**src/rtl/dwsb_pkg.sv**
```systemverilog
// Package: shared types for the dual-window sample buffer.
// Assumes: window codes are fixed by the port contract (0 short, 1 long, 2 delayed).
package dwsb_pkg;
    typedef enum logic [1:0] {
        WIN_SHORT = 2'd0,
        WIN_LONG  = 2'd1,
        WIN_DELAY = 2'd2,
        WIN_RSVD  = 2'd3
    } win_e;
endpackage

```
**src/rtl/dwsb_head.sv**
```systemverilog
// Module: head pointer of the sample ring.
// Moves down by one on each push, wrapping from 0 to DEPTH-1, and offers the
// post-push value combinationally so that same-cycle reads see the new sample.
// Assumes: DEPTH >= 2 and ADDR_W wide enough to hold DEPTH-1.
module dwsb_head #(
    parameter int DEPTH  = 36,
    parameter int ADDR_W = 6
) (
    input  logic              clk,
    input  logic              rst_n,
    input  logic              push_i,
    output logic [ADDR_W-1:0] head_q_o,
    output logic [ADDR_W-1:0] head_nx_o
);
    localparam logic [ADDR_W-1:0] TOP = ADDR_W'(DEPTH - 1);

    logic [ADDR_W-1:0] head_q;

    // Next head: step down on push, wrap at zero.
    always_comb begin
        if (push_i) begin
            head_nx_o = (head_q == '0) ? TOP : head_q - 1'b1;
        end else begin
            head_nx_o = head_q;
        end
    end

    // Head register: cleared by reset, otherwise loads the next head.
    always_ff @(posedge clk) begin
        if (!rst_n) begin
            head_q <= '0;
        end else begin
            head_q <= head_nx_o;
        end
    end

    assign head_q_o = head_q;

    assert_head_wrap_R6: assert property (@(posedge clk) disable iff (!rst_n)
        (push_i && head_q == '0) |=> head_q == TOP);
    assert_head_range_R6: assert property (@(posedge clk) disable iff (!rst_n)
        head_q <= TOP);
    assert_head_hold_R8: assert property (@(posedge clk) disable iff (!rst_n)
        !push_i |=> $stable(head_q));
endmodule

```
**src/rtl/dwsb_addr_map.sv**
```systemverilog
// Module: maps (window, index) to a physical slot relative to the head.
// Adds the window offset and the index to the head, folds the sum back into
// 0..DEPTH-1, and flags requests that fall outside the chosen window.
// Assumes: PROJ <= TAPS, so every legal offset+index is below DEPTH.
module dwsb_addr_map #(
    parameter int TAPS   = 32,
    parameter int PROJ   = 4,
    parameter int DEPTH  = 36,
    parameter int ADDR_W = 6,
    parameter int IDX_W  = 5
) (
    input  logic [ADDR_W-1:0] head_i,
    input  dwsb_pkg::win_e    win_i,
    input  logic [IDX_W-1:0]  idx_i,
    output logic              legal_o,
    output logic [ADDR_W-1:0] addr_o
);
    localparam int SUM_W = ADDR_W + 1;
    localparam bit POW2  = ((DEPTH & (DEPTH - 1)) == 0);

    logic [SUM_W-1:0] win_off;
    logic [SUM_W-1:0] win_len;
    logic [SUM_W-1:0] raw_sum;

    // Window table: start offset and length per window code.
    always_comb begin
        unique case (win_i)
            dwsb_pkg::WIN_SHORT: begin win_off = '0;            win_len = SUM_W'(PROJ); end
            dwsb_pkg::WIN_LONG:  begin win_off = SUM_W'(PROJ);  win_len = SUM_W'(TAPS); end
            dwsb_pkg::WIN_DELAY: begin win_off = SUM_W'(TAPS);  win_len = SUM_W'(PROJ); end
            default:             begin win_off = '0;            win_len = '0;           end
        endcase
    end

    // Legality and unwrapped position relative to the head.
    always_comb begin
        legal_o = (SUM_W'(idx_i) < win_len);
        raw_sum = SUM_W'(head_i) + win_off + SUM_W'(idx_i);
    end

    // Fold into the ring: a mask for power-of-two depth, a subtract otherwise.
    generate
        if (POW2) begin : g_fold_mask
            assign addr_o = raw_sum[ADDR_W-1:0];
        end else begin : g_fold_sub
            logic [SUM_W-1:0] folded;
            always_comb begin
                folded = (raw_sum >= SUM_W'(DEPTH)) ? raw_sum - SUM_W'(DEPTH) : raw_sum;
            end
            assign addr_o = folded[ADDR_W-1:0];
        end
    endgenerate
endmodule

```
**src/rtl/dwsb_store.sv**
```systemverilog
// Module: sample storage, one write port and one registered read port.
// Reset clears every slot, which models zero history before time 0.
// A read of the slot written in the same cycle returns the new data.
// Assumes: addresses are already below DEPTH.
module dwsb_store #(
    parameter int DATA_W = 16,
    parameter int DEPTH  = 36,
    parameter int ADDR_W = 6
) (
    input  logic              clk,
    input  logic              rst_n,
    input  logic              we_i,
    input  logic [ADDR_W-1:0] waddr_i,
    input  logic [DATA_W-1:0] wdata_i,
    input  logic [ADDR_W-1:0] raddr_i,
    output logic [DATA_W-1:0] rdata_o
);
    logic [DATA_W-1:0] mem [DEPTH];

    // Array write and clear.
    always_ff @(posedge clk) begin
        if (!rst_n) begin
            for (int s = 0; s < DEPTH; s++) begin
                mem[s] <= '0;
            end
        end else if (we_i) begin
            mem[waddr_i] <= wdata_i;
        end
    end

    // Registered read with write-first forwarding.
    always_ff @(posedge clk) begin
        if (!rst_n) begin
            rdata_o <= '0;
        end else if (we_i && (waddr_i == raddr_i)) begin
            rdata_o <= wdata_i;
        end else begin
            rdata_o <= mem[raddr_i];
        end
    end
endmodule

```
**src/rtl/dual_window_sample_buf.sv**
```systemverilog
// Module: dual-window circular sample buffer (top).
// Holds the newest TAPS+PROJ samples in a ring addressed by a moving head and
// serves short, long and delayed windows with one-cycle read latency.
// Assumes: 2 <= PROJ <= TAPS; one push at most per cycle.
module dual_window_sample_buf #(
    parameter int DATA_W = 16,
    parameter int TAPS   = 32,
    parameter int PROJ   = 4,
    parameter int DEPTH  = TAPS + PROJ,
    parameter int ADDR_W = $clog2(DEPTH),
    parameter int IDX_W  = $clog2(TAPS)
) (
    input  logic              clk,
    input  logic              rst_n,
    input  logic              push_i,
    input  logic [DATA_W-1:0] push_data_i,
    input  logic              rd_req_i,
    input  logic [1:0]        rd_win_i,
    input  logic [IDX_W-1:0]  rd_idx_i,
    output logic              rd_valid_o,
    output logic [DATA_W-1:0] rd_data_o
);
    logic [ADDR_W-1:0] head_q;
    logic [ADDR_W-1:0] head_nx;
    logic [ADDR_W-1:0] rd_addr;
    logic              rd_legal;
    logic              rd_ok;
    logic              valid_q;
    dwsb_pkg::win_e    win_sel;

    assign win_sel = dwsb_pkg::win_e'(rd_win_i);
    assign rd_ok   = rd_req_i && rd_legal;

    dwsb_head #(.DEPTH(DEPTH), .ADDR_W(ADDR_W)) u_head (
        .clk      (clk),
        .rst_n    (rst_n),
        .push_i   (push_i),
        .head_q_o (head_q),
        .head_nx_o(head_nx)
    );

    dwsb_addr_map #(
        .TAPS(TAPS), .PROJ(PROJ), .DEPTH(DEPTH), .ADDR_W(ADDR_W), .IDX_W(IDX_W)
    ) u_map (
        .head_i (head_nx),
        .win_i  (win_sel),
        .idx_i  (rd_idx_i),
        .legal_o(rd_legal),
        .addr_o (rd_addr)
    );

    dwsb_store #(.DATA_W(DATA_W), .DEPTH(DEPTH), .ADDR_W(ADDR_W)) u_store (
        .clk    (clk),
        .rst_n  (rst_n),
        .we_i   (push_i),
        .waddr_i(head_nx),
        .wdata_i(push_data_i),
        .raddr_i(rd_addr),
        .rdata_o(rd_data_o)
    );

    // Valid flag aligned with the registered read data.
    always_ff @(posedge clk) begin
        if (!rst_n) begin
            valid_q <= 1'b0;
        end else begin
            valid_q <= rd_ok;
        end
    end

    assign rd_valid_o = valid_q;

    assert_reset_quiet_R1: assert property (@(posedge clk)
        !rst_n |=> !rd_valid_o);
    assert_read_latency_R2: assert property (@(posedge clk) disable iff (!rst_n)
        rd_ok |=> rd_valid_o);
    assert_idle_quiet_R2: assert property (@(posedge clk) disable iff (!rst_n)
        !rd_req_i |=> !rd_valid_o);
    assert_illegal_drop_R9: assert property (@(posedge clk) disable iff (!rst_n)
        (rd_req_i && !rd_legal) |=> !rd_valid_o);
    assert_slot_range_R6: assert property (@(posedge clk) disable iff (!rst_n)
        rd_ok |-> rd_addr < ADDR_W'(DEPTH));
    assert_write_first_R7: assert property (@(posedge clk) disable iff (!rst_n)
        (push_i && rd_req_i && rd_win_i == 2'd0 && rd_idx_i == '0)
        |=> rd_data_o == $past(push_data_i));
endmodule

```
**config.mk**
```make
export PLATFORM = sky130hd
export DESIGN_NAME = dual_window_sample_buf
export DESIGN_NICKNAME = d
export VERILOG_FILES = /design/src/rtl/dwsb_pkg.sv /design/src/rtl/dwsb_head.sv /design/src/rtl/dwsb_addr_map.sv /design/src/rtl/dwsb_store.sv /design/src/rtl/dual_window_sample_buf.sv
export SDC_FILE = /design/constraint.sdc
export NUM_CORES = 1
export LEC_CHECK = 0
export BUFFER_PORTS_ARGS = -buffer_cell sky130_fd_sc_hd__buf_4
export CAP_MARGIN = 25
export CELL_PAD_IN_SITES_DETAIL_PLACEMENT = 1
export CELL_PAD_IN_SITES_GLOBAL_PLACEMENT = 1
export CORE_ASPECT_RATIO = 1.1
export CORE_UTILIZATION = 45
export DETAILED_ROUTE_END_ITERATION = 12
export PLACE_DENSITY_LB_ADDON = 0.1
export SYNTH_ARGS = -nofsm -noshare
export SYNTH_HDL_FRONTEND = slang
export SYNTH_SLANG_ARGS = --single-unit
```
**constraint.sdc**
```tcl
create_clock -name clk -period 6.09 [get_ports clk]
set_input_delay 0.3045 -clock clk [delete_from_list [all_inputs] [get_ports clk]]
set_output_delay 0.3045 -clock clk [all_outputs]
set_load 0.01 [all_outputs]
```
======== Word level (Yosys, flattened, before mapping) ========
Memory sizes are Yosys's and may differ from the RTL's. A register that Yosys moved wholly into a read port is not among the register bits.
Cells that the tools add are included.
operators by class
  $add $sub $neg .......................... 4
  magnitude comparators ................... 2
  equal/unequal tests ..................... 2
  multiplexer cells ....................... 12
  reductions and logical operators ........ 6
operator list
  kind                                                                    number
  6-bit two-way mux                                                       4
  6-bit case mux with 2 select lines                                      2
  16-bit two-way mux                                                      1
  16-bit OR reduction                                                     1
  6-bit by 6-bit adder with 7-bit output                                  1
  7-bit by 5-bit adder with 7-bit output                                  1
  7-bit by 6-bit >= comparator with 1-bit output (second input constant)  1
  6-bit zero test                                                         1
  5-bit by 6-bit < comparator with 1-bit output                           1
  6-bit by 1-bit subtractor with 6-bit output (second input constant)     1
  6-bit subtractor (second input constant)                                1
  1-bit two-way mux                                                       5
  2-bit by 1-bit equality test with 1-bit output (second input constant)  1
  2-bit equality test (second input constant)                             1
  2-bit zero test                                                         1
  2-bit OR reduction                                                      1
  1-bit logical AND                                                       1
  1-bit zero test                                                         1
word-level totals
  register bits ........................... 7
  memory bits (writable) .................. 576
  memories ................................ 1
memories
  memory       words  bits a word  read ports  clocked after memory_dff  write ports  line              RTL
  u_store.mem  36     16           1           1                         36           dwsb_store.sv:18  logic [DATA_W-1:0] mem [DEPTH];

======== Logic depth before layout (Yosys ltp) ========
Gate-level depths: netlist of run 1.
  depth after elaboration ................. 7
  mapped depth ............................ 22

======== Cells and area by module ========
A second synthesis of run 1 with hierarchy kept.
unflattened totals
  cell total of the unflattened synthesis .. 2664
  area total of the unflattened synthesis .. 45073.2 um^2
by module, submodules not included
  module                  times used  cells an instance  area an instance (um^2)  seq. area each (um^2)
  dwsb_store              1           2564               44207.4                  31069.8
  dwsb_addr_map           1           59                 493.0                    0.0
  dwsb_head               1           39                 346.6                    120.1
  dual_window_sample_buf  1           2                  26.3                     20.0

======== Worst setup path before layout of run 1 ========
Ideal clock, no wire load.
  kind .................................... reg2reg
  start ................................... register u_head.head_q[5], in the netlist u_head.head_q_o[5]
  end ..................................... register u_store.rdata_o[7], read port of u_store.mem
  data arrival time ....................... 5.032 ns
  data required time ...................... 5.973 ns
  path slack .............................. 0.941 ns
  stages on the path, launching flop included .. 21
  buffers on the path ..................... 2
  cell sequence ........................... dfxtp_1 -> nor4_1 -> and2_1 -> nor3_1 -> a21oi_1 -> inv_1 -> fa_1 -> inv_1 -> fa_1 -> xor2_1 -> ha_1 -> or3b_2 -> o2111ai_1 -> a31oi_1 -> nand2_1 -> buf_2 -> buf_1 -> mux2i_1 -> o32ai_1 -> a211o_1 -> a22o_1
on the way
  longest elaborated chain between the ends .. 7
RTL lines
  item                                                                                       line                          RTL
  from (decl)                                                                                dwsb_head.sv:17               logic [ADDR_W-1:0] head_q;
  from (signal assigned)                                                                     dwsb_head.sv:33               head_q <= head_nx_o;
  6-bit zero test (*)                                                                        dwsb_head.sv:22               head_nx_o = (head_q == '0) ? TOP : head_q - 1'b1;
  6-bit two-way mux (*)                                                                      dwsb_head.sv:22
  6-bit two-way mux (*)                                                                      dwsb_head.sv:21               if (push_i) begin
  net head_nx[2]                                                                             dual_window_sample_buf.sv:24  logic [ADDR_W-1:0] head_nx;
  6-bit by 6-bit adder with 7-bit output (*)                                                 dwsb_addr_map.sv:38           raw_sum = SUM_W'(head_i) + win_off + SUM_W'(idx_i);
  7-bit by 5-bit adder with 7-bit output (*)                                                 dwsb_addr_map.sv:38
  6-bit subtractor / 7-bit by 6-bit >= comparator with 1-bit output (equally long branches)  dwsb_addr_map.sv:48           folded = (raw_sum >= SUM_W'(DEPTH)) ? raw_sum - SUM_W'(DEPTH) : raw_sum;
  6-bit two-way mux (*)                                                                      dwsb_addr_map.sv:48
  to (decl)                                                                                  dwsb_store.sv:16              output logic [DATA_W-1:0] rdata_o
Mark *: on every way through the listed nets, which the timed path passes. The rest lies on a longest branch.
A chain may end at the register's enable or synchronous reset.

======== Final worst setup path of run 1 ========
  start ................................... register u_head.head_q[5], in the netlist u_head.head_q_o[5]
  end ..................................... register u_store.rdata_o[6], read port of u_store.mem
Same word-level chain as after synthesis.

==> results of run 1 <==
through the flow:
stage	setup WS [ns]	utilization, %	cells	setup TNS, ns	instance area, sq um
floorplan	0.941	-	2577	0	44900
global placement	0.200	47.4	3793	0	46900
detailed placement	0.203	47.7	3823	0	47200
CTS	0.167	51.1	4020	0	50600
global route	-0.0694	51.2	4025	-0.240	50600
finish	0.154	51.2	4033	0	50700
state kept, by name (all words and copies together) (netlist names):
| register | count |
|---|---|
| u_store.rdata_o | 16 |
| u_store.mem | 1024 |
| rd_valid_o | 1 |
| u_head.head_q_o | 6 |
power by group through the flow:
stage	Clock [W]	Sequential, W	Combinational, W
finish	0.00632	0.00827	0.00698
floorplan	0	0.00836	0.00413
detailed placement	0	0.00841	0.00685
global route	0.00669	0.00828	0.00730
CTS	0.00645	0.00826	0.00688
global placement	0	0.00839	0.00677
final timing paths:
check | cells past startpoint | slack [ns] | from | to
max | 19 | 0.15 | u_head.head_q_o[5] | u_store.rdata_o[6]
min reg2reg | 3 | 0.77 | u_head.head_q_o[1] | u_head.head_q_o[1]
min | 3 | 0.09 | push_i | u_head.head_q_o[1]
max reg2reg | 19 | 0.15 | u_head.head_q_o[5] | u_store.rdata_o[6]
kinds of logic after synthesis:
| family | synth area share, % |
|---|---|
| flops | 69.5 |
| fa+ha+maj | 0.479 |
| simple gates | 9.74 |
| buf+inv | 1.93 |
| xor+xnor | 0.212 |
| mux | 15.3 |
| compound gates | 2.90 |
critical path: cells and delay by family, from the launching register on:
family | cells | cell delay, ns
flip-flops | 1 | 0.33
AO/OA/AOI/OAI | 6 | 1.39
AND/OR/NAND/NOR | 5 | 1.52
buffers and inverters | 3 | 0.48
XOR/XNOR | 1 | 0.36
adder cells (fa/ha/maj) | 3 | 1.14
multiplexers | 1 | 0.54
layout make-up:
class | instances | area (sq um)
Sequential cell | 1047 | 31200
Fill cell | 9067 | 48300
Tap cell | 1291 | 1620
Timing Repair Buffer | 176 | 1500
Antenna cell | 8 | 20.0
Inverter | 9 | 33.8
Clock buffer | 155 | 3010
Clock inverter | 40 | 320
Multi-Input combinational cell | 1307 | 13000
cells in the final DEF (no fill, tap or decap), types with 8 or more instances in the layout:
cell and instances:
clkinv_1 15, and2_1 584, a2111oi_0 14, nand3_1 14, inv_1 8, buf_4 144, clkbuf_8 13, and3_1 18
clkbuf_16 108, o21ai_1 37, buf_6 22, clkbuf_1 34, o32ai_1 30, mux2i_1 102, dfxtp_1 23, nand2_1 22
a22o_1 16, edfxtp_1 1024, a221oi_1 15, nor2_1 78, ha_1 12, a211o_1 16, mux4_2 256, a21oi_1 21
diode_2 8, clkinv_2 14
what timing repair did:
| item | in CTS | in global routing |
|---|---|---|
| setup buffers | 0 | 1 |
| gates resized for setup | 0 | 11 |
| hold endpoints to repair | 1 | 0 |
| endpoints found under the setup margin | 0 | 15 |
| hold buffers | 2 | 0 |
layer usage:
layer  track usage, %  part of all wire, %
met1             34.8                   41
met2             42.5                   50
met3             3.68                  5.7
met4             7.99                  2.8
met5                0                0.010
==> reports/metrics.yaml, run 1 <==
status: "finished, final reports clean"
ys_top_cells_by_count: "1024 x edfxtp_1, 584 x and2_1, 256 x mux4_2"
skew_ns: 0.0292
internal_power_w: 0.0143
cp_slowest_cell: "mux2i_1"
ioPinCount: 44
comb_power_share_pct: 32.4
die_w_um: 303
synth_largest_area_cell: "edfxtp_1"
grt_max_degree: 141
num_rows: 121
cap_violations: 0
swShare_pct: 33.9
ys.warnings.count: 0
hpwl_um: 77800
start_util_pct: 45.4
grt_pass1_wl_um: 183000
syn_inst: 2577
p_leak_nw: 17.6
crit_chain: "nor4_1 > and2_1 > nor3_1 > a21oi_1 > inv_1 > fa_1 > inv_1 > fa_1 > xor2_1 > ha_1 > or3b_2 > o2111ai_1 > a31oi_2 > nand2_4 > buf_12 > mux2i_1 > a221oi_1 > a211o_1 > a22o_1"
clockPowerShare_pct: 29.3
worstMarginPinSlew_ns: 1.14
drive_gt1_share_pct: 21.8
synth_flop_cell: "edfxtp_1"
pwr-share-seq_pct: 38.3
die-area_sq_um: 101000
h-tree-depth: 3
timing.hold.ws_ns: 0.0948
finalSetupViolations: 0
total_power_w: 0.0216
drt-vias-per-instance: 5.93
holdCritPathClass: "in2reg"
place_congestion: 0.906
rsz0062_at_grt: "yes"
cts_root_buf: "clkbuf_16"
vdd_drop_max_mv: 0.287
slew_headroom_pct: 24.3
clk_latency_ns: 0.70
hold_viol_final: 0
seq_area_frac_synth_pct: 69.5
slowest_delay_ns: 0.54
synth-seq-cells: 1047
worst-path-max-fanout: 34
path_class: "reg2reg"
overflow: 0
min_period_over_period_pct: 97.5
synth_edf_count: 1024
critPathRequiredTime_ns: 6.67
drc: 0
cp-end-kind: "flop"
max_freq_ghz: 0.168
period_needed_ns: 5.94
ant_nets: 0
cts_tree: "yes"
synth.most_common_cell: "edfxtp_1"
p_per_area_nw_per_um2: 426
clk_pin_slew_ns: 0.07
first_pass_iters: 5
synth.top_cell.area_share_pct: 68.4
arrival_ns: 6.51
drv_slew: 0
netlist_area_sq_um: 44900
syn_to_final_growth_pct: 12.8
antenna_found_initial: 2
nNetsFinal: 2692
num_vias: 23900
startpoint_type: "flop"
grt_pass1_vias: 25000
grt_usage_pct: 25.6
cts.sinks: 1047
die_height_um: 333
clockBufferDepth: 3
synth_cell_types: 53
place.port_buffers: 43
drtIter0Drc: 2191
syn_nets: 2620
cts_buffers: 108
async_reset_ff_share_pct: 0
finalWirelength_um: 127000
fp.coreArea_sq_um: 99000
syn_avg_cell_area_sq_um: 17.4
post_drt_wl_per_cell_um: 31.5
synth_area_leaders: "edfxtp_1 68%, mux4_2 13%, and2_1 8.1%, mux2i_1 2.5%, clkbuf_1 1.4%"
switchingPower_w: 0.00732
Note: power is estimated with default switching activity, not from simulation.
==> run 2: changes to the inputs <==
--- a/config.mk
+++ b/config.mk
@@ -10,6 +10,7 @@
 export CELL_PAD_IN_SITES_DETAIL_PLACEMENT = 1
 export CELL_PAD_IN_SITES_GLOBAL_PLACEMENT = 1
 export CORE_ASPECT_RATIO = 1.1
+export CORE_MARGIN = 2
 export CORE_UTILIZATION = 45
 export DETAILED_ROUTE_END_ITERATION = 12
 export PLACE_DENSITY_LB_ADDON = 0.1
==> reports/metrics.yaml, run 2 (synthesis results as in run 1) <==
overflow: 0  # unchanged
vdd_drop_max_mv: 0.397  # was 0.287 mV
post_drt_wl_per_cell_um: 32.8  # was 31.5 um
period_needed_ns: 5.93  # was 5.94 ns
clk_latency_ns: 0.71  # was 0.70 ns
nNetsFinal: 2699  # was 2692
clockBufferDepth: 3  # unchanged
place.port_buffers: 43  # unchanged
pwr-share-seq_pct: 38.2  # was 38.3%
max_freq_ghz: 0.169  # was 0.168 GHz
worstMarginPinSlew_ns: 0.998  # was 1.14 ns
swShare_pct: 34.2  # was 33.9%
hpwl_um: 81100  # was 77800 um
fin_ws_ns: 0.156  # was 0.154 ns
switchingPower_w: 0.00739  # was 0.00732 W
fp.coreArea_sq_um: 99000  # unchanged
cp-end-kind: "flop"  # unchanged
cap_violations: 0  # unchanged
fillers: 9095  # was 9067
p_leak_nw: 17.7  # was 17.6 nW
die-area_sq_um: 102000  # was 101000 sq um
clk_pin_slew_ns: 0.06  # was 0.07 ns
rsz0062_at_grt: "yes"  # unchanged
tns_ns: 0  # unchanged
grt_usage_pct: 26.1  # was 25.6%
largest_reg_flops: 1024  # unchanged
reg2reg_slack_ns: 0.16  # was 0.15 ns
drc: 0  # unchanged
arrival_ns: 6.59  # was 6.51 ns
cts_buffers: 105  # was 108
stdcell_count: 4037  # was 4033
seq_area_sq_um: 31200  # unchanged
layout_commonest_cell: "edfxtp_1"  # unchanged
skew_ns: 0.0309  # was 0.0292 ns
status: "finished, final reports clean"  # unchanged
drv_slew: 0  # unchanged
top_register: "u_store.mem"  # unchanged
worst-path-max-fanout: 46  # was 34
die_height_um: 335  # was 333 um
num_rows: 121  # unchanged
multi_input_area_sq_um: 13000  # about the same
most-common-layout-cells: "1024 x edfxtp_1, 584 x and2_1, 256 x mux4_2, 145 x buf_4, 109 x mux2i_1"  # was 1024 x edfxtp_1, 584 x and2_1, 256 x mux4_2, 144 x buf_4, 108 x clkbuf_16
grt_pass1_vias: 25400  # was 25.0k
hold_viol_final: 0  # unchanged
syn_to_final_growth_pct: 13.1  # was 12.8%
h-tree-depth: 3  # unchanged
slew_headroom_pct: 33.3  # was 24.3%
drtIter0Drc: 2594  # was 2191
cts_tree: "yes"  # unchanged
grt_max_degree: 129  # was 141
cts.sinks: 1047  # unchanged
num_vias: 24200  # was 23.9k
p_per_area_nw_per_um2: 426  # about the same
start_util_pct: 45.4  # unchanged
critPathRequiredTime_ns: 6.74  # was 6.67 ns
placedCellCount: 3836  # was 3823
path_class: "reg2reg"  # unchanged
min_period_over_period_pct: 97.4  # was 97.5%
ant_nets: 0  # unchanged
drive_gt1_share_pct: 22.0  # was 21.8%
cts_root_buf: "clkbuf_16"  # unchanged
internal_power_w: 0.0142  # was 0.0143 W
antenna_found_initial: 4  # was 2
place_congestion: 0.857  # was 0.906
holdCritPathClass: "in2reg"  # unchanged
drt-vias-per-instance: 6.00  # was 5.93
clockPowerShare_pct: 29.8  # was 29.3%
grt_pass1_wl_um: 190000  # was 183000 um
comb_power_share_pct: 32.0  # was 32.4%
startpoint_type: "flop"  # unchanged
first_pass_iters: 5  # unchanged
ioPinCount: 44  # unchanged
die_w_um: 305  # was 303 um
finalSetupViolations: 0  # unchanged
post-place-ws_ns: 0.128  # was 0.203 ns
finalWirelength_um: 133000  # was 127000 um
## run 2: cell type report
| cell class | instances | area share, % |
|---|---|---|
| Sequential cell | 1047 | 61.4 |
| Multi-Input combinational cell | 1307 | 25.5 |
| Clock buffer | 131 | 5.36 |
| Timing Repair Buffer | 186 | 3.19 |
| Tap cell | 1291 | 3.18 |
| Clock inverter | 64 | 1.27 |
| Inverter | 9 | 0.0665 |
| Antenna cell | 2 | 0.00985 |
## run 2: worst max-delay path, cell delays in order, from the launching register on
cell       delay, ns
dfxtp_1         0.34
nor4_1          0.32
and2_1          0.25
nor3_1          0.07
a21oi_1         0.12
buf_4           0.15
inv_1           0.06
fa_1            0.51
inv_1           0.06
fa_1            0.38
xor2_1          0.36
ha_1            0.22
or3b_2          0.44
o2111ai_1       0.19
a31oi_1         0.23
nand2_4         0.35
buf_12          0.30
nor2_1          0.10
buf_4           0.24
a221oi_1        0.74
a211o_1         0.24
a22o_1          0.12
## run 2: path summary, 6_finish.rpt
path                                            to               start  cells past startpoint
worst min-delay path            u_head.head_q_o[1]              push_i                      3
worst min register to register  u_head.head_q_o[1]  u_head.head_q_o[1]                      3
worst max-delay path            u_store.rdata_o[2]  u_head.head_q_o[4]                     21
worst max register to register  u_store.rdata_o[2]  u_head.head_q_o[4]                     21
## run 2: metrics by stage
stage / cell area [sq um] / power (W) / hold WS, ns / util, %
2_1_floorplan: 44900 / 0.0125 / 0.403 / -
3_3_place_gp: 47000 / 0.0151 / 0.531 / 47.5
3_5_place_dp: 47400 / 0.0152 / 0.539 / 47.8
4_1_cts: 50700 / 0.0217 / 0.0205 / 51.2
5_1_grt: 50800 / 0.0223 / 0.0678 / 51.3
6_report: 50800 / 0.0216 / 0.0586 / 51.3
## run 2: what timing repair did
item                                    in CTS  in global routing
hold buffers                                 2                  0
endpoints found under the setup margin       0                 13
setup buffers                                0                  0
hold endpoints to repair                     1                  0
resized for setup                            0                  8
## run 2: power by group through the flow
stage	logic (W)	registers, W	clock network (W)
2_1_floorplan	0.00413	0.00836	0
3_3_place_gp	0.00666	0.00840	0
3_5_place_dp	0.00681	0.00841	0
4_1_cts	0.00684	0.00826	0.00656
5_1_grt	0.00721	0.00828	0.00681
6_report	0.00692	0.00827	0.00645
## run 2: routing by layer
layer / GRT usage, % / vias up / wire length, um
met5: 0 / - / 13
met4: 7.91 / 2 / 3680
met2: 43.8 / 732 / 66300
met1: 35.4 / 13200 / 55100
li1: - / 10200 / -
met3: 4.03 / 177 / 7470
